==> src/rtl/tpg_pkg.sv <==
package tpg_pkg;

    typedef enum logic [1:0] {
        ST_WAIT = 2'd0,
        ST_SEND = 2'd1,
        ST_DONE = 2'd2
    } tpg_state_e;

    typedef enum logic {
        CH_PACKET = 1'b0,
        CH_BURST  = 1'b1
    } chan_mode_e;

endpackage

==> src/rtl/tpg_chan_seq.sv <==
// Maps a packet index to its channel number; the mode picks the variant.
module tpg_chan_seq
    import tpg_pkg::*;
#(
    parameter chan_mode_e CHAN_MODE = CH_PACKET,
    parameter int         CNT_W     = 16,
    parameter logic [7:0] CHAN_A    = 8'd1,
    parameter logic [7:0] CHAN_B    = 8'd2
) (
    input  logic [CNT_W-1:0] pkt_idx_i,
    output logic [7:0]       chan_o
);
    generate
        if (CHAN_MODE == CH_BURST) begin : g_burst
            assign chan_o = pkt_idx_i[0] ? CHAN_B : CHAN_A;
        end else begin : g_packet
            assign chan_o = pkt_idx_i[7:0];
        end
    endgenerate
endmodule

==> src/rtl/tpg_seg_fmt.sv <==
// Builds one segment's payload and empty count from a starting byte value.
module tpg_seg_fmt #(
    parameter int SEG_W      = 128,
    parameter int TAIL_BYTES = 8,
    parameter int MTY_W      = 4
) (
    input  logic             use_i,
    input  logic             tail_i,
    input  logic [7:0]       base_i,
    output logic [SEG_W-1:0] data_d,
    output logic [MTY_W-1:0] mty_d
);
    localparam int SEG_BYTES  = SEG_W / 8;
    localparam int TAIL_EMPTY = SEG_BYTES - TAIL_BYTES;

    always_comb begin
        data_d = '0;
        for (int k = 0; k < SEG_BYTES; k++) begin
            if (use_i && (!tail_i || k < TAIL_BYTES)) begin
                data_d[SEG_W-1-8*k -: 8] = base_i + 8'(k);
            end
        end
        mty_d = (use_i && tail_i) ? MTY_W'(TAIL_EMPTY) : '0;
    end
endmodule

==> src/rtl/tpg_seg_gen.sv <==
module tpg_seg_gen
    import tpg_pkg::*;
#(
    parameter int         NSEG       = 4,
    parameter int         SEG_W      = 128,
    parameter int         PKT_BYTES  = 72,
    parameter int         PKT_TOTAL  = 16,
    parameter chan_mode_e CHAN_MODE  = CH_PACKET,
    parameter logic [7:0] CHAN_A     = 8'd10,
    parameter logic [7:0] CHAN_B     = 8'd20
) (
    input  logic                  clk_i,
    input  logic                  rst_ni,
    input  logic                  lock_i,
    input  logic                  align_i,
    input  logic                  ready_i,
    output logic [NSEG-1:0]       seg_ena_o,
    output logic [NSEG-1:0]       seg_sop_o,
    output logic [NSEG-1:0]       seg_eop_o,
    output logic [NSEG*4-1:0]     seg_mty_o,
    output logic [NSEG*8-1:0]     seg_chan_o,
    output logic [NSEG*SEG_W-1:0] seg_data_o,
    output logic                  done_o
);
    localparam int SEG_BYTES  = SEG_W / 8;
    localparam int SPP        = (PKT_BYTES + SEG_BYTES - 1) / SEG_BYTES;
    localparam int TAIL_BYTES = PKT_BYTES - (SPP - 1) * SEG_BYTES;
    localparam int MTY_W      = 4;
    localparam int POS_W      = (SPP > 1) ? $clog2(SPP) : 1;
    localparam int CNT_W      = 16;

    typedef struct packed {
        tpg_state_e             st;
        logic                   mid;
        logic [POS_W-1:0]       pos;
        logic [CNT_W-1:0]       cnt;
        logic [7:0]             bc;
        logic                   done;
        logic [NSEG-1:0]        ena;
        logic [NSEG-1:0]        sop;
        logic [NSEG-1:0]        eop;
        logic [NSEG*MTY_W-1:0]  mty;
        logic [NSEG*8-1:0]      chan;
        logic [NSEG*SEG_W-1:0]  data;
    } gen_state_t;

    gen_state_t state_d, state_q;

    logic link_up;
    assign link_up = lock_i && align_i;

    // beat plan
    logic [NSEG-1:0]  p_use, p_sop, p_eop;
    logic [CNT_W-1:0] p_idx  [NSEG];
    logic [7:0]       p_base [NSEG];
    logic             e_mid;
    logic [POS_W-1:0] e_pos;
    logic [CNT_W-1:0] e_cnt;
    logic [7:0]       e_bc;

    always_comb begin
        logic             mid;
        logic [POS_W-1:0] pos;
        logic [CNT_W-1:0] cnt;
        logic [7:0]       bc;
        logic             halt;
        mid  = state_q.mid;
        pos  = state_q.pos;
        cnt  = state_q.cnt;
        bc   = state_q.bc;
        halt = !(state_q.st == ST_SEND && ready_i);
        p_use = '0;
        p_sop = '0;
        p_eop = '0;
        for (int s = 0; s < NSEG; s++) begin
            p_idx[s]  = '0;
            p_base[s] = '0;
        end
        for (int s = 0; s < NSEG; s++) begin
            if (!halt && !mid) begin
                if (link_up && cnt < CNT_W'(PKT_TOTAL)) begin
                    mid      = 1'b1;
                    pos      = '0;
                    p_sop[s] = 1'b1;
                    cnt      = cnt + 1'b1;
                end else begin
                    halt = 1'b1;
                end
            end
            if (!halt) begin
                p_use[s]  = 1'b1;
                p_idx[s]  = cnt - 1'b1;
                p_base[s] = bc;
                if (pos == POS_W'(SPP - 1)) begin
                    p_eop[s] = 1'b1;
                    bc       = bc + 8'(TAIL_BYTES);
                    mid      = 1'b0;
                    pos      = '0;
                end else begin
                    bc  = bc + 8'(SEG_BYTES);
                    pos = pos + 1'b1;
                end
            end
        end
        e_mid = mid;
        e_pos = pos;
        e_cnt = cnt;
        e_bc  = bc;
    end

    logic [7:0]       seg_chan_d [NSEG];
    logic [SEG_W-1:0] seg_data_d [NSEG];
    logic [MTY_W-1:0] seg_mty_d  [NSEG];

    generate
        for (genvar g = 0; g < NSEG; g++) begin : g_seg
            tpg_chan_seq #(
                .CHAN_MODE (CHAN_MODE),
                .CNT_W     (CNT_W),
                .CHAN_A    (CHAN_A),
                .CHAN_B    (CHAN_B)
            ) u_chan (
                .pkt_idx_i (p_idx[g]),
                .chan_o    (seg_chan_d[g])
            );
            tpg_seg_fmt #(
                .SEG_W      (SEG_W),
                .TAIL_BYTES (TAIL_BYTES),
                .MTY_W      (MTY_W)
            ) u_fmt (
                .use_i  (p_use[g]),
                .tail_i (p_eop[g]),
                .base_i (p_base[g]),
                .data_d (seg_data_d[g]),
                .mty_d  (seg_mty_d[g])
            );
        end
    endgenerate

    always_comb begin
        state_d = state_q;
        case (state_q.st)
            ST_WAIT: begin
                state_d.ena = '0;
                if (link_up) state_d.st = ST_SEND;
            end
            ST_SEND: begin
                if (ready_i) begin
                    state_d.ena = p_use;
                    state_d.sop = p_sop;
                    state_d.eop = p_eop;
                    for (int s = 0; s < NSEG; s++) begin
                        state_d.mty[s*MTY_W +: MTY_W] = seg_mty_d[s];
                        state_d.chan[s*8 +: 8]        = p_use[s] ? seg_chan_d[s] : 8'd0;
                        state_d.data[s*SEG_W +: SEG_W] = seg_data_d[s];
                    end
                    state_d.mid = e_mid;
                    state_d.pos = e_pos;
                    state_d.cnt = e_cnt;
                    state_d.bc  = e_bc;
                    if (!e_mid) begin
                        if (e_cnt == CNT_W'(PKT_TOTAL)) begin
                            state_d.st   = ST_DONE;
                            state_d.done = 1'b1;
                        end else if (!link_up) begin
                            state_d.st = ST_WAIT;
                        end
                    end
                end else begin
                    state_d.ena = '0;
                end
            end
            ST_DONE: state_d.ena = '0;
            default: state_d.st = ST_WAIT;
        endcase
    end

    always_ff @(posedge clk_i or negedge rst_ni) begin
        if (!rst_ni) state_q <= '0;
        else         state_q <= state_d;
    end

    assign seg_ena_o  = state_q.ena;
    assign seg_sop_o  = state_q.sop;
    assign seg_eop_o  = state_q.eop;
    assign seg_mty_o  = state_q.mty;
    assign seg_chan_o = state_q.chan;
    assign seg_data_o = state_q.data;
    assign done_o     = state_q.done;

    // ---------------- assertions ----------------
    p_sop_link_r1: assert property (@(posedge clk_i) disable iff (!rst_ni)
        (|(seg_sop_o & seg_ena_o)) |-> $past(lock_i && align_i));

    p_count_cap_r2: assert property (@(posedge clk_i) disable iff (!rst_ni)
        state_q.cnt <= CNT_W'(PKT_TOTAL));

    p_after_done_r2: assert property (@(posedge clk_i) disable iff (!rst_ni)
        $past(done_o) |-> (seg_ena_o == '0));

    p_contig_r6: assert property (@(posedge clk_i) disable iff (!rst_ni)
        ((seg_ena_o & (seg_ena_o + 1'b1)) == '0));

    p_stall_hold_r7: assert property (@(posedge clk_i) disable iff (!rst_ni)
        !$past(ready_i) |-> (seg_ena_o == '0 && $stable(seg_data_o)
                             && $stable(seg_chan_o) && $stable(seg_sop_o)));

    p_done_sticky_r10: assert property (@(posedge clk_i) disable iff (!rst_ni)
        $past(done_o) |-> done_o);

    p_done_eop_r10: assert property (@(posedge clk_i) disable iff (!rst_ni)
        $rose(done_o) |-> (|(seg_eop_o & seg_ena_o)));

    generate
        for (genvar a = 0; a < NSEG; a++) begin : g_chk
            p_mty_eop_r12: assert property (@(posedge clk_i) disable iff (!rst_ni)
                (seg_mty_o[a*MTY_W +: MTY_W] != '0) |-> seg_eop_o[a]);
            if (CHAN_MODE == CH_BURST) begin : g_bchk
                p_burst_chan_r4: assert property (@(posedge clk_i) disable iff (!rst_ni)
                    seg_ena_o[a] |-> (seg_chan_o[a*8 +: 8] == CHAN_A
                                      || seg_chan_o[a*8 +: 8] == CHAN_B));
            end
        end
    endgenerate

endmodule

==> config.mk <==
export PLATFORM = sky130hd
export DESIGN_NAME = tpg_seg_gen
export DESIGN_NICKNAME = d
export VERILOG_FILES = /design/src/rtl/tpg_pkg.sv /design/src/rtl/tpg_chan_seq.sv /design/src/rtl/tpg_seg_fmt.sv /design/src/rtl/tpg_seg_gen.sv
export SDC_FILE = /design/constraint.sdc
export NUM_CORES = 1
export LEC_CHECK = 0
export ABC_CLOCK_PERIOD_IN_PS = 15700
export BUFFER_PORTS_ARGS = -buffer_cell sky130_fd_sc_hd__buf_2
export CAP_MARGIN = 15
export CORE_ASPECT_RATIO = 1.25
export CORE_UTILIZATION = 30
export CTS_CLUSTER_DIAMETER = 30
export DETAILED_ROUTE_END_ITERATION = 12
export GPL_ROUTABILITY_DRIVEN = 0
export GPL_TIMING_DRIVEN = 0
export HOLD_SLACK_MARGIN = 0.06
export PLACE_DENSITY = 0.48
export RECOVER_POWER = 100
export REMOVE_ABC_BUFFERS = 1
export SLEW_MARGIN = 40
export SYNTH_ARGS = -nofsm -noshare
export SYNTH_HDL_FRONTEND = slang
export SYNTH_HIERARCHICAL = 1
export SYNTH_SLANG_ARGS = --single-unit
export TNS_END_PERCENT = 10
==> constraint.sdc <==
create_clock -name clk_i -period 15.7 [get_ports clk_i]
set_clock_uncertainty 0.2 [all_clocks]
set_input_delay 0 -clock clk_i [delete_from_list [all_inputs] [get_ports clk_i]]
set_output_delay 0 -clock clk_i [all_outputs]
set_load 0.01 [all_outputs]
==> key figures, run 1 <==
Status
  – Outcome: finished with violations
  – Violated checks: max-capacitance violations, max-slew violations

Global route
  – Met2 usage in global routing: 0.2872
  – Initial antenna violation count: 1
  – GRT busiest layer: met2
  – Vias in the first global route: 28660
  – GRT Util Overall: 0.1781
  – First-pass GRT wire length: roughly 180000 µm
  – Global routing usage on met3: 0.05446
  – GR Util met1: 0.2214
  – Pin count of the biggest net entering global routing: 97
  – Global route total overflow: 0

Critical path
  – Crit-path max FO: 37
  – Critical Path AT: ~12 ns
  – Crit path capture type: register
  – Worst Path Required: roughly 16 ns
  – Slowest CP cell: o21ai_0
  – Crit-path max cell delay: about 2.6 ns
  – Most used cell, CP: nand2_1
  – Crit Path Category: register to register
  – Crit. Startpoint: state_q[585]$_DFFE_PN0P_
  – Setup crit start kind: register
  – CP cell instances: nand3b_1 > dlygate4sd3_1 > nor4_1 > o21ai_0 > clkbuf_1 > clkinvlp_2 > mux2i_1 > nor2_1 > inv_1 > ha_1 > o31a_1 > nand2_1 > o21ai_0 > inv_6 > o21ai_4 > clkinvlp_2 > buf_12 > nand2b_4 > buf_12 > a21oi_1 > nand2_1 > nand2_1
  – Launch point of the worst reg-to-reg path: state_q[585]$_DFFE_PN0P_

Floorplanning
  – DIE HEIGHT: around 400 µm
  – I/O pin cnt: roughly 580
  – Row count: around 150
  – Die Width: between 300 and 400 µm
  – Die Area: roughly 130000 µm²
  – Total core area: roughly 130000 µm²
  – Initial Util: 0.3029

Route
  – Detailed-route DRC error count: 0
  – Post-DR wirelength/cell: approximately 18 µm
  – Drt first pass iters: 6
  – Vias per inst: roughly 4.5
  – Post-DRT Antenna Nets: 0
  – Via count: about 29000
  – Iteration-0 DRC Markers: about 1600
  – Routed Wire Length: about 120000 µm

Place
  – Area post-placement: 38400 µm²
  – Dpl ws: about 7 ns
  – Port bufs: a little under 600
  – HPWL after DPL: 79570 µm

Power
  – Sw Share: 0.2967
  – Switch Pwr: a little under 2 mW
  – Tot Pwr: 6.693 mW
  – Power share of the clock group: 0.554
  – Leak: around 21 nW
  – Pint: 4.707 mW
  – Combinational share of power: 0.180
  – Pwr per Cell Area: 154.7 nW/µm²
  – Peak supply drop: between 0.09 and 0.1 mV
  – Sequential share of power: 0.266

Timing
  – Fin. max-slew vios: between 600 and 700
  – Final period utilization: 0.7415
  – Max_slew headroom: -2.546
  – Fmax: 0.08590 GHz
  – Final setup violation count: 0
  – RSZ-0062 raised after global routing: false
  – Worst-margin pin slew: about 5.3 ns
  – Final worst path period need: ~12 ns
  – Final hold violation count: 0
  – Setup ws final: ~4.1 ns

Final layout
  – Fin nets: approximately 4800
  – Ratio of cells with drive above 1 in the final layout: 0.08380
  – Area growth, synth to finish: 14.11%
  – Final Core Density: 0.3456
  – Final instance area: roughly 43000 µm²

Synthesis
  – Yosys warns: 6
  – Post-Syn Area: 37920 µm²
  – Mean post-synth cell area: about 7.9 µm²
  – Post-synthesis cell count: 4778

Hold path
  – Critical hold path startpoint: state_q[594]$_DFFE_PN0P_
  – Worst hold path class: register to register

Clocking
  – Worst-Skew Late Latency: 0.76 ns
  – Worst-path clk slew: 0.04 ns
  – Clk sink count: 600
  – Largest buffer count on any clock path: 3
  – CTS tree: yes
  – CTS buffer count: 169
  – H-tree depth: 4
  – Root Driver: clkbuf_16

Run
  – Maxcap violations: 14
-- power by group through the flow --
stage          clock network [mW]  registers, mW  logic, mW
2_1_floorplan                   0           1.85      0.668
3_3_place_gp                    0           1.80       1.20
3_5_place_dp                    0           1.80       1.27
4_1_cts                      3.79           1.78       1.28
5_1_grt                      3.87           1.80       1.34
6_report                     3.71           1.78       1.20
-- metrics by stage --
stage	setup TNS [ns]	hold slack, ns	std cells
3_3_place_gp	-9373.52	0.1475	6051
6_report	0	0.1922	6475
4_1_cts	0	0.06151	6474
3_5_place_dp	0	-0.3039	6158
2_1_floorplan	-1005.92	-0.4956	3857
5_1_grt	0	0.2112	6474
-- worst max-delay path, delay by kind of cell, from the launching register on --
kind | cells | cell delay (ns)
buf+inv | 8 | 4.86
compound gates | 5 | 4.14
simple gates | 7 | 1.08
flops | 1 | 0.48
mux | 1 | 0.44
fa+ha+maj | 1 | 0.21
-- path summary, 6_finish.rpt --
check | slack (ns) | cells after the start | end
max | 4.06 | 22 | seg_data_o[398]$_DFFE_PN0P_
min | 0.19 | 0 | state_q[594]$_DFFE_PN0P_
max reg2reg | 4.06 | 22 | seg_data_o[398]$_DFFE_PN0P_
min reg2reg | 0.19 | 0 | state_q[594]$_DFFE_PN0P_
max in group asynchronous | 5.48 | 6 | seg_data_o[61]$_DFFE_PN0P_
min in group asynchronous | 1.23 | 4 | seg_data_o[159]$_DFFE_PN0P_
-- what timing repair did --
action | CTS | global route
hold endpoints to repair | 838 | 0
setup buffers | 0 | 0
resized for setup | 0 | 0
hold buffers | 9 | 0
-- cell usage in the layout (no fill, tap or decap), types with 32 or more instances in the layout --
cell type	instances
clkbuf_1	657
a21boi_0	35
nand3_1	33
nor2b_1	39
a21oi_1	108
dfrtp_1	600
nand2_1	1689
or3_1	68
nor2_1	245
ha_1	76
o21ai_0	83
a22o_1	34
clkbuf_16	171
and2_1	107
conb_1	84
bufinv_16	32
xnor2_1	149
and2_0	83
xor2_1	100
inv_1	49
-- routing by layer --
layer,share of wire,wire (µm),vias to the layer above
met4,0.032,3648,2
met3,0.063,7197,209
li1,-,-,14110
met5,0.00011,13,-
met1,0.44,50410,13780
met2,0.47,53760,723
-- flip-flops by register name (all words and copies together), names as in the netlist --
signal and cells:
seg_sop_o 4, seg_ena_o 4, seg_data_o 512, seg_mty_o 16, state_q 27, done_o 1
seg_eop_o 4, seg_chan_o 32
-- final cells by class --
class / instances / area [µm²]
Inverter: 53 / 207.7
Clock buffer: 221 / 4737
Fill cell: 13520 / 81920
Clock inverter: 86 / 1403
Tap cell: 1617 / 2023
Multi-Input combinational cell: 3204 / 16460
Sequential cell: 600 / 15010
Antenna cell: 1 / 2.502
Timing Repair Buffer: 693 / 3413
(Power assumes the default switching activity.)
==> run 2: changes to the inputs <==
--- a/config.mk
+++ b/config.mk
@@ -5,7 +5,7 @@
 export SDC_FILE = /design/constraint.sdc
 export NUM_CORES = 1
 export LEC_CHECK = 0
-export ABC_CLOCK_PERIOD_IN_PS = 15700
+export ABC_CLOCK_PERIOD_IN_PS = 9990
 export BUFFER_PORTS_ARGS = -buffer_cell sky130_fd_sc_hd__buf_2
 export CAP_MARGIN = 15
 export CORE_ASPECT_RATIO = 1.25
@@ -15,7 +15,7 @@
 export GPL_ROUTABILITY_DRIVEN = 0
 export GPL_TIMING_DRIVEN = 0
 export HOLD_SLACK_MARGIN = 0.06
-export PLACE_DENSITY = 0.48
+export PLACE_DENSITY = 0.5
 export RECOVER_POWER = 100
 export REMOVE_ABC_BUFFERS = 1
 export SLEW_MARGIN = 40
==> constraint.sdc (replaced) <==
create_clock -name clk_i -period 9.99 [get_ports clk_i]
set_clock_uncertainty 0.2 [all_clocks]
set_input_delay 0 -clock clk_i [delete_from_list [all_inputs] [get_ports clk_i]]
set_output_delay 0 -clock clk_i [all_outputs]
set_load 0.01 [all_outputs]
==> run 2 against run 1 <==
Against the previous run: the run still ends with max-capacitance violations, max-slew violations left; fmax increased by 29%; clock power is 47% higher; non-clock buffer count is 3 lower; critical path depth grew 5; clock-buffer cell count is 18 lower; largest cell class unchanged; largest power group unchanged.
==> key figures, run 2 (synthesis gave the netlist of run 1 again) <==
Status
  – Outcome: finished with violations (unchanged)
  – Violated checks: max-capacitance violations, max-slew violations (unchanged)

Timing
  – Final worst path period need: 8.997 ns (was 11.64 ns)
  – Fmax: 0.1111 GHz (was 0.08590 GHz)
  – Fin. max-slew vios: 597 (was 646)
  – Setup ws final: 0.9929 ns (was 4.058 ns)
  – RSZ-0062 raised after global routing: false (unchanged)
  – Final setup violation count: 0 (unchanged)
  – Worst-margin pin slew: 4.373 ns (was 5.319 ns)
  – Max_slew headroom: -1.915 (was -2.546)
  – Final period utilization: 0.9006 (was 0.7415)
  – Final hold violation count: 0 (unchanged)

Global route
  – First-pass GRT wire length: 174100 µm (was 176800 µm)
  – Global route total overflow: 0 (unchanged)
  – GRT Util Overall: 0.1753 (was 0.1781)
  – Pin count of the biggest net entering global routing: 99 (was 97)
  – Vias in the first global route: 28270 (was 28660)
  – Initial antenna violation count: 3 (was 1)

Place
  – Port bufs: 577 (unchanged)
  – HPWL after DPL: 79320 µm (was 79570 µm)
  – Dpl ws: 1.377 ns (was 6.972 ns)

Final layout
  – Commonest non-fill, non-tap cell in the layout: nand2_1 (unchanged)
  – Fin nets: 4793 (was 4806)
  – Commonest non-fill, non-tap cells in the layout: 1688 x nand2_1, 649 x clkbuf_1, 600 x dfrtp_1 (was 1689 x nand2_1, 657 x clkbuf_1, 600 x dfrtp_1)
  – Final Core Density: 0.3419 (was 0.3456)
  – Area growth, synth to finish: 12.90% (was 14.11%)
  – Max reg flops: 512 (unchanged)
  – Ratio of cells with drive above 1 in the final layout: 0.07947 (was 0.08380)

Clocking
  – Root Driver: clkbuf_16 (unchanged)
  – Clk sink count: 600 (unchanged)
  – Worst-Skew Late Latency: 0.76 ns (about the same)
  – Hold Buf Count CTS: 9 (unchanged)
  – CTS buffer count: 159 (was 169)
  – H-tree depth: 4 (unchanged)
  – Largest buffer count on any clock path: 3 (unchanged)
  – Resized Gates After CTS: 0 (unchanged)
  – CTS tree: yes (unchanged)
  – Worst-path clk slew: 0.05 ns (was 0.04 ns)
  – Post-CTS Setup Repair Bufs: 0 (unchanged)

Hold path
  – Worst hold path class: register to register (unchanged)
  – Worst hold stages: 0 (unchanged)

Critical path
  – Crit Path Category: register to register (unchanged)
  – Top delay family on crit path: simple AND/OR/NAND/NOR gates (was buffers and inverters)
  – Crit-path max cell delay: 1.24 ns (was 2.64 ns)
  – Worst Path Required: 10.47 ns (was 16.15 ns)
  – Critical Path AT: 9.48 ns (was 12.09 ns)
  – Crit path capture: seg_data_o[422]$_DFFE_PN0P_ (was seg_data_o[398]$_DFFE_PN0P_)
  – Slowest CP cell: o21ai_0 (unchanged)
  – Crit-path max FO: 11 (was 37)
  – Launch point of the worst reg-to-reg path: state_q[585]$_DFFE_PN0P_ (unchanged)
  – CP Depth: 27 (was 22)
  – Crit. Startpoint: state_q[585]$_DFFE_PN0P_ (unchanged)
  – CP bufs+invs: 5 (was 8)
  – Reg-to-reg endpoint: seg_data_o[422]$_DFFE_PN0P_ (was seg_data_o[398]$_DFFE_PN0P_)
  – R2R Setup Slk: 0.99 ns (was 4.06 ns)
  – Crit path capture type: register (unchanged)
  – Cells on worst reg2reg path: 27 (was 22)
  – Setup crit start kind: register (unchanged)

Power
  – Peak supply drop: 0.1354 mV (was 0.09343 mV)
  – Leak: 20.74 nW (was 20.94 nW)
  – Tot Pwr: 10.14 mW (was 6.693 mW)
  – Pwr per Cell Area: 236.9 nW/µm² (was 154.7 nW/µm²)

Route
  – Post-DRT Antenna Nets: 0 (unchanged)
  – Post-DR wirelength/cell: 17.65 µm (was 17.77 µm)
  – Vias per inst: 4.460 (was 4.452)
  – Via count: 28770 (was 28830)
  – Routed Wire Length: 113800 µm (was 115000 µm)
  – Detailed-route DRC error count: 0 (unchanged)
  – Iteration-0 DRC Markers: 1552 (was 1559)
  – Drt first pass iters: 5 (was 6)

Floorplanning
  – Initial Util: 0.3029 (unchanged)
  – Die Area: 127800 µm² (unchanged)
  – DIE HEIGHT: 399.5 µm (unchanged)
  – Total core area: 125200 µm² (unchanged)
  – Row count: 145 (unchanged)
  – Die Width: 320.0 µm (unchanged)
  – I/O pin cnt: 578 (unchanged)

Run
  – Maxcap violations: 13 (was 14)
## run 2: cell types whose count changed in the layout (fill, tap and decap cells not counted), sizes merged
cell / delta
clkbuf: -20
bufinv: -6
buf: -4
clkinvlp: +3
dlymetal6s4s: +3
clkinv: -2
diode: +1
inv: +1
## run 2: worst min-delay path by stage
stage | startpoint | endpoint | slack (ns)
finish | state_q[595]$_DFFE_PN0P_ | state_q[595]$_DFFE_PN0P_ | 0.20
floorplan | rst_ni | done_o$_DFFE_PN0P_ | -0.50
detailed placement | rst_ni | seg_mty_o[2]$_DFFE_PN0P_ | -0.25
global route | state_q[596]$_DFFE_PN0P_ | state_q[596]$_DFFE_PN0P_ | 0.21
global placement | ready_i | state_q[601]$_DFFE_PN0P_ | 0.13
CTS | rst_ni | seg_data_o[130]$_DFFE_PN0P_ | 0.14
## run 2: metal layers
layer | GRT usage | wire, µm | up-vias | share of wire
met1 | 0.2161 | 48800 | 13750 | 0.43
li1 | - | - | 14080 | -
met4 | 0.07579 | 4088 | 2 | 0.036
met3 | 0.05431 | 7964 | 216 | 0.070
met5 | 0 | 7 | - | 0.000061
met2 | 0.2815 | 52980 | 723 | 0.47
## run 2: cell type report
type | count | area, µm²
Antenna cell | 2 | 5.005
Inverter | 53 | 219.0
Clock buffer | 203 | 4425
Tap cell | 1617 | 2023
Multi-Input combinational cell | 3204 | 16450
Sequential cell | 600 | 15010
Fill cell | 13520 | 82380
Clock inverter | 82 | 1316
Timing Repair Buffer | 690 | 3353
## run 2: stage by stage
stage	area, µm²	TNS [ns]	hold WS (ns)	instances
finish	42810	0	0.1975	6451
global route	42800	0	0.2058	6449
CTS	44130	0	0.1439	6448
detailed placement	38280	0	-0.2468	6154
global placement	36500	-	0.1348	6051
floorplan	31590	-3875.58	-0.4956	3857
## run 2: where the power goes
group	switching (mW)	leakage, nW	internal [mW]
registers	0.150	8.27	2.65
clock network	1.67	2.76	3.79
logic	1.27	9.71	0.607
